**src/rtl/prg_map_pkg.sv**
```systemverilog
package prg_map_pkg;

  // How the fixed upper window forces the bank lines to all ones.
  typedef enum logic {
    HI_OR_GATE = 1'b0,  // bank bits ORed with CPU A14
    HI_PULLUP  = 1'b1   // register released on A14 high, lines pulled up
  } hi_form_e;

  localparam int unsigned DEF_BANK_W = 3;
  localparam int unsigned DEF_WIN_W  = 14;
  localparam int unsigned DEF_DATA_W = 8;

endpackage

```
**src/rtl/prg_addr_decode.sv**
```systemverilog
module prg_addr_decode (
  input  logic cpu_rw,
  input  logic rom_sel_n,
  input  logic win_hi,
  output logic reg_wr_hit,
  output logic rom_ce_n
);

  logic cart_space;
  logic is_read;

  assign cart_space = ~rom_sel_n;
  assign is_read    = cpu_rw;

  // Register lives only in the upper window and only answers writes.
  assign reg_wr_hit = cart_space & ~is_read & win_hi;

  // ROM drives the bus only on reads, so no store can collide with it.
  assign rom_ce_n   = ~(cart_space & is_read);

endmodule

```
**src/rtl/prg_bank_reg.sv**
```systemverilog
module prg_bank_reg #(
  parameter int unsigned BANK_W = prg_map_pkg::DEF_BANK_W,
  parameter int unsigned DATA_W = prg_map_pkg::DEF_DATA_W
) (
  input  logic              m2,
  input  logic              rst_n,
  input  logic              wr_hit,
  input  logic [DATA_W-1:0] data_in,
  output logic [BANK_W-1:0] bank_q
);

  logic [BANK_W-1:0] bank_d;

  assign bank_d = data_in[BANK_W-1:0];

  always_ff @(negedge m2 or negedge rst_n) begin
    if (!rst_n) begin
      bank_q <= '0;
    end else if (wr_hit) begin
      bank_q <= bank_d;
    end
  end

  // a qualifying store lands in the register at the M2 fall.
  p_load_r4: assert property (@(negedge m2) disable iff (!rst_n)
    wr_hit |=> (bank_q == $past(data_in[BANK_W-1:0])));

  // anything else leaves the bank untouched.
  p_hold_r5: assert property (@(negedge m2) disable iff (!rst_n)
    !wr_hit |=> $stable(bank_q));

  // reset holds bank 0.
  p_reset_r8: assert property (@(negedge m2)
    !rst_n |-> (bank_q == '0));

endmodule

```
**src/rtl/prg_hi_lines.sv**
```systemverilog
module prg_hi_lines #(
  parameter int unsigned          BANK_W = prg_map_pkg::DEF_BANK_W,
  parameter prg_map_pkg::hi_form_e FORM  = prg_map_pkg::HI_OR_GATE
) (
  input  logic [BANK_W-1:0] bank_q,
  input  logic              fix_last,
  output logic [BANK_W-1:0] hi_out
);

  generate
    if (FORM == prg_map_pkg::HI_OR_GATE) begin : g_or_form
      assign hi_out = bank_q | {BANK_W{fix_last}};
    end else begin : g_pullup_form
      logic drive_en;
      assign drive_en = ~fix_last;
      for (genvar i = 0; i < BANK_W; i++) begin : g_line
        // A released line is resolved by its pull-up to one.
        assign hi_out[i] = drive_en ? bank_q[i] : 1'b1;
      end
    end
  endgenerate

endmodule

```
**src/rtl/prg_bank_mapper.sv**
```systemverilog
module prg_bank_mapper #(
  parameter int unsigned           BANK_W = prg_map_pkg::DEF_BANK_W,
  parameter int unsigned           WIN_W  = prg_map_pkg::DEF_WIN_W,
  parameter int unsigned           DATA_W = prg_map_pkg::DEF_DATA_W,
  parameter prg_map_pkg::hi_form_e FORM   = prg_map_pkg::HI_OR_GATE
) (
  input  logic                    rst_n,
  input  logic                    m2,
  input  logic                    cpu_rw,
  input  logic                    rom_sel_n,
  input  logic [WIN_W:0]          cpu_addr,
  input  logic [DATA_W-1:0]       cpu_data,
  output logic [WIN_W+BANK_W-1:0] prg_addr,
  output logic                    rom_ce_n
);

  localparam int unsigned PRG_W = WIN_W + BANK_W;

  logic              win_hi;
  logic              reg_wr_hit;
  logic [BANK_W-1:0] bank_q;
  logic [BANK_W-1:0] hi_lines;

  assign win_hi = cpu_addr[WIN_W];

  prg_addr_decode u_decode (
    .cpu_rw    (cpu_rw),
    .rom_sel_n (rom_sel_n),
    .win_hi    (win_hi),
    .reg_wr_hit(reg_wr_hit),
    .rom_ce_n  (rom_ce_n)
  );

  prg_bank_reg #(
    .BANK_W(BANK_W),
    .DATA_W(DATA_W)
  ) u_reg (
    .m2     (m2),
    .rst_n  (rst_n),
    .wr_hit (reg_wr_hit),
    .data_in(cpu_data),
    .bank_q (bank_q)
  );

  prg_hi_lines #(
    .BANK_W(BANK_W),
    .FORM  (FORM)
  ) u_hi (
    .bank_q  (bank_q),
    .fix_last(win_hi),
    .hi_out  (hi_lines)
  );

  assign prg_addr = {hi_lines, cpu_addr[WIN_W-1:0]};

  // upper window pinned to the last bank.
  p_fixed_last_r2: assert property (@(negedge m2) disable iff (!rst_n)
    win_hi |-> (&prg_addr[PRG_W-1:WIN_W]));

  // lower window follows the stored bank.
  p_lower_bank_r3: assert property (@(negedge m2) disable iff (!rst_n)
    !win_hi |-> (prg_addr[PRG_W-1:WIN_W] == bank_q));

  // ROM is never enabled while the CPU writes.
  p_no_conflict_r7: assert property (@(negedge m2) disable iff (!rst_n)
    !cpu_rw |-> rom_ce_n);

endmodule

```
**config.mk**
```make
export PLATFORM = sky130hd
export DESIGN_NAME = prg_bank_mapper
export DESIGN_NICKNAME = d
export VERILOG_FILES = /design/src/rtl/prg_map_pkg.sv /design/src/rtl/prg_addr_decode.sv /design/src/rtl/prg_bank_reg.sv /design/src/rtl/prg_hi_lines.sv /design/src/rtl/prg_bank_mapper.sv
export SDC_FILE = /design/constraint.sdc
export NUM_CORES = 1
export LEC_CHECK = 0
export ABC_AREA = 1
export ABC_CLOCK_PERIOD_IN_PS = 1100
export CORE_MARGIN = 2
export CORE_UTILIZATION = 20
export DETAILED_ROUTE_END_ITERATION = 12
export GPL_TIMING_DRIVEN = 1
export PLACE_DENSITY = 0.85
export SLEW_MARGIN = 20
export SYNTH_ARGS = -nofsm -noshare
export SYNTH_HDL_FRONTEND = slang
export SYNTH_SLANG_ARGS = --single-unit
```
**constraint.sdc**
```tcl
create_clock -name m2 -period 1.1 [get_ports m2]
set_clock_uncertainty 0.15 [all_clocks]
set_input_delay 0.22 -clock m2 [delete_from_list [all_inputs] [get_ports m2]]
set_output_delay 0.22 -clock m2 [all_outputs]
set_load 0.005 [all_outputs]
```
* Word-level counts from Yosys, hierarchy flattened
Index checks and enable logic that the tools add are counted.
Word-level totals: register bits 3, input bits 27
Operators by class: bitwise operators 7
Operator list (count):
- bitwise AND 1 bit | 3
- inverter 1 bit | 3
- OR 3 bit | 1

* Longest topological paths before layout
depth in word-level cells 3, depth in mapped cells 4, depth with buffers taken out 4

* Modules after synthesis
A second synthesis with hierarchy kept.
Unflattened totals: cells, all modules 38, area, all modules 264.0 um^2
By module, submodules not included:
- prg_bank_reg | times used 1, seq. area each 75.1 um^2, area each 112.6 um^2, cells each 13
- prg_bank_mapper | times used 1, seq. area each 0.0 um^2, area each 105.1 um^2, cells each 14
- prg_hi_lines | times used 1, seq. area each 0.0 um^2, area each 26.3 um^2, cells each 7
- prg_addr_decode | times used 1, seq. area each 0.0 um^2, area each 20.0 um^2, cells each 4

==> impl_metrics.yaml <==
place:
  place_area_um2: 285
  gp_congestion: 0.561
  hpwlAfterDp_um: 324
  placed_cells: 45
  port_buffers: 11
  post-place-ws_ns: -0.783
setup_path:
  path_delay_family: "flip-flops"
  critPathSlowestCell: "dfrtn_1"
  cp-end-kind: "output port"
  path_class: "reg -> out"
  cp.required_ns: 0.73
  cp_num_cells: 2
  start_kind: "flip-flop"
  critPathArrivalTime_ns: 1.44
  crit_path_max_incr_delay_ns: 0.33
  crit_fanout: 2
  path_buf_inv: 1
  reg2regPathDepth: 4
  crit_chain: "or2_1 -> buf_2"
yosys:
  yosysWarnings: 0
  ys_types: 8
  ys_seq_elements: 3
  syn_area_um2: 262
  avgSynthCellArea_um2: 7.92
  syn_nets: 60
  synth-compound-area-share: 0
  synth_xor_xnor_area_share: 0
  synth_top_family_by_area: "buffers and inverters"
  synth_mux_area_frac: 0
  yosysSeqAreaShare: 0.287
  synth_adder_area_share: 0
  synthCells: 33
  yosys.area_share.simple: 0.297
clocking:
  cts.sinks: 3
  clk_pin_slew_ns: 0.03
  htree_levels: 1
  cts_tree: "yes"
  clockBufferDepth: 2
  cts_buffers: 3
  worstSkewPairLatency_ns: 0.24
  cts-root-buf: "clkbuf_4"
  cts_hold_buf: 0
detailed_routing:
  num_vias: 185
  drtIter0Drc: 0
  drt-vias-per-instance: 3.49
  wl_per_cell_um: 8.66
  postRouteAntennaNets: 0
  dr.pass1.iters: 1
  drc_errors: 0
  wl_um: 459
global_routing:
  grt_overflow: 0
  grt_pass1_wl_um: 607
  global_route.usage.total: 0.0643
  grt_max_degree: 8
  antenna_found_initial: 0
  grt_pass1_vias: 175
sta:
  fin_ws_ns: -0.705
  hold_viol: 0
  worstMarginPinSlew_ns: 0.138
  rsz0062_at_grt: "true"
  slew_violations: 0
  maxSlewHeadroom: 0.907
  setup_viol: 6
  tns_ns: -2.46
  holdWs_ns: 0.259
final_layout:
  seqCellArea_um2: 75.1
  instances_no_fill: 53
  top_regs: "u_reg.bank_q x3"
  final_core_util: 0.256
  multiInputGateArea_um2: 77.6
  regMostFlops: "u_reg.bank_q"
  final_area_um2: 320
  n_fill_cell: 145
  nNetsFinal: 66
  antenna_cells: 0
  largest_reg_flops: 3
  area_growth_pct: 22.5
  drive_above_1_share: 0.395
floorplanning:
  fp.dieH_um: 40.2
  coreArea_mm2: 0.00125
  start_util: 0.209
  num_io_pins: 45
  rows: 13
  dieArea_mm2: 0.00161
  die_x_um: 40.2
min_path:
  holdPathStages: 2
  hp-class: "reg -> reg"
job:
  maxCapViolations: 0
power:
  p_leak_nw: 0.167
  power_density_mw_per_mm2: 1330
  vdd_drop_max_v: 0.000251
  p_total_uw: 426
status:
  status: "finished, violations left"
  violations: "negative setup slack"
## power breakdown
group	switching (mW)	total, mW	leakage, nW	internal [mW]
sequential	0.00724	0.138	0.0374	0.130
clock	0.0495	0.185	0.0150	0.135
combinational	0.0386	0.104	0.114	0.0651
## worst reg2reg max path: stages (launching register included)
cell and delay [ns]:
dfrtn_1 0.33, buf_4 0.13, buf_4 0.12, nand2_1 0.06, nand2_1 0.05
## synth_stat cells
master	count	area, um2
inv_1	1	3.75
buf_4	14	105
or2_1	3	18.8
nand2_2	1	6.26
nand3_1	3	15.0
dfrtn_1	3	75.1
nor2_4	1	11.3
nand2_1	7	26.3
## metal layers
| layer | routed length, um | GRT usage | vias up |
|---|---|---|---|
| met5 | 0 | 0 | - |
| met1 | 131 | 0.0462 | 76 |
| met4 | 0 | 0.0603 | 0 |
| li1 | - | - | 97 |
| met3 | 84 | 0.0611 | 0 |
| met2 | 244 | 0.0968 | 12 |
## cells in the final DEF (no fill, tap or decap)
cell type,Yosys,layout
buf_6,0,2
clkdlybuf4s50_1,0,1
clkbuf_4,0,3
dfrtn_1,3,3
dlygate4sd2_1,0,3
buf_2,0,4
or2_1,3,3
inv_1,1,1
nor2_4,1,1
nand2_1,7,7
clkdlybuf4s15_1,0,1
nand3_1,3,3
nand2_2,1,1
clkbuf_1,0,1
buf_4,14,4
## path summary, 6_finish.rpt
check,slack (ns),start,to
worst min register to register,0.26,u_reg.bank_q[0]$_DFFE_NN0P_,u_reg.bank_q[0]$_DFFE_NN0P_
min in group asynchronous,0.45,rst_n,u_reg.bank_q[2]$_DFFE_NN0P_
worst min-delay path,0.26,u_reg.bank_q[0]$_DFFE_NN0P_,u_reg.bank_q[0]$_DFFE_NN0P_
worst max register to register,0.11,u_reg.bank_q[1]$_DFFE_NN0P_,u_reg.bank_q[1]$_DFFE_NN0P_
max in group asynchronous,0.17,rst_n,u_reg.bank_q[0]$_DFFE_NN0P_
worst max-delay path,-0.71,u_reg.bank_q[1]$_DFFE_NN0P_,prg_addr[15]
## cell families after synthesis
kind of cell	Yosys count
and+or+nand+nor	15
DFF	3
buffers and inverters	15
## cell type report
type | count | share of cell area
Multi-Input combinational cell | 15 | 0.242
Clock buffer | 4 | 0.0820
Sequential cell | 3 | 0.234
Tap cell | 15 | 0.0586
Inverter | 1 | 0.0117
Timing Repair Buffer | 15 | 0.371
## timing repair
| item | in CTS | in global routing |
|---|---|---|
| endpoints found under the setup margin | 7 | 6 |
| buffers inserted | 3 | 1 |
| pin swaps | 6 | 0 |
| gates resized for setup | 31 | 0 |
Note: power is estimated with default switching activity, not from simulation.
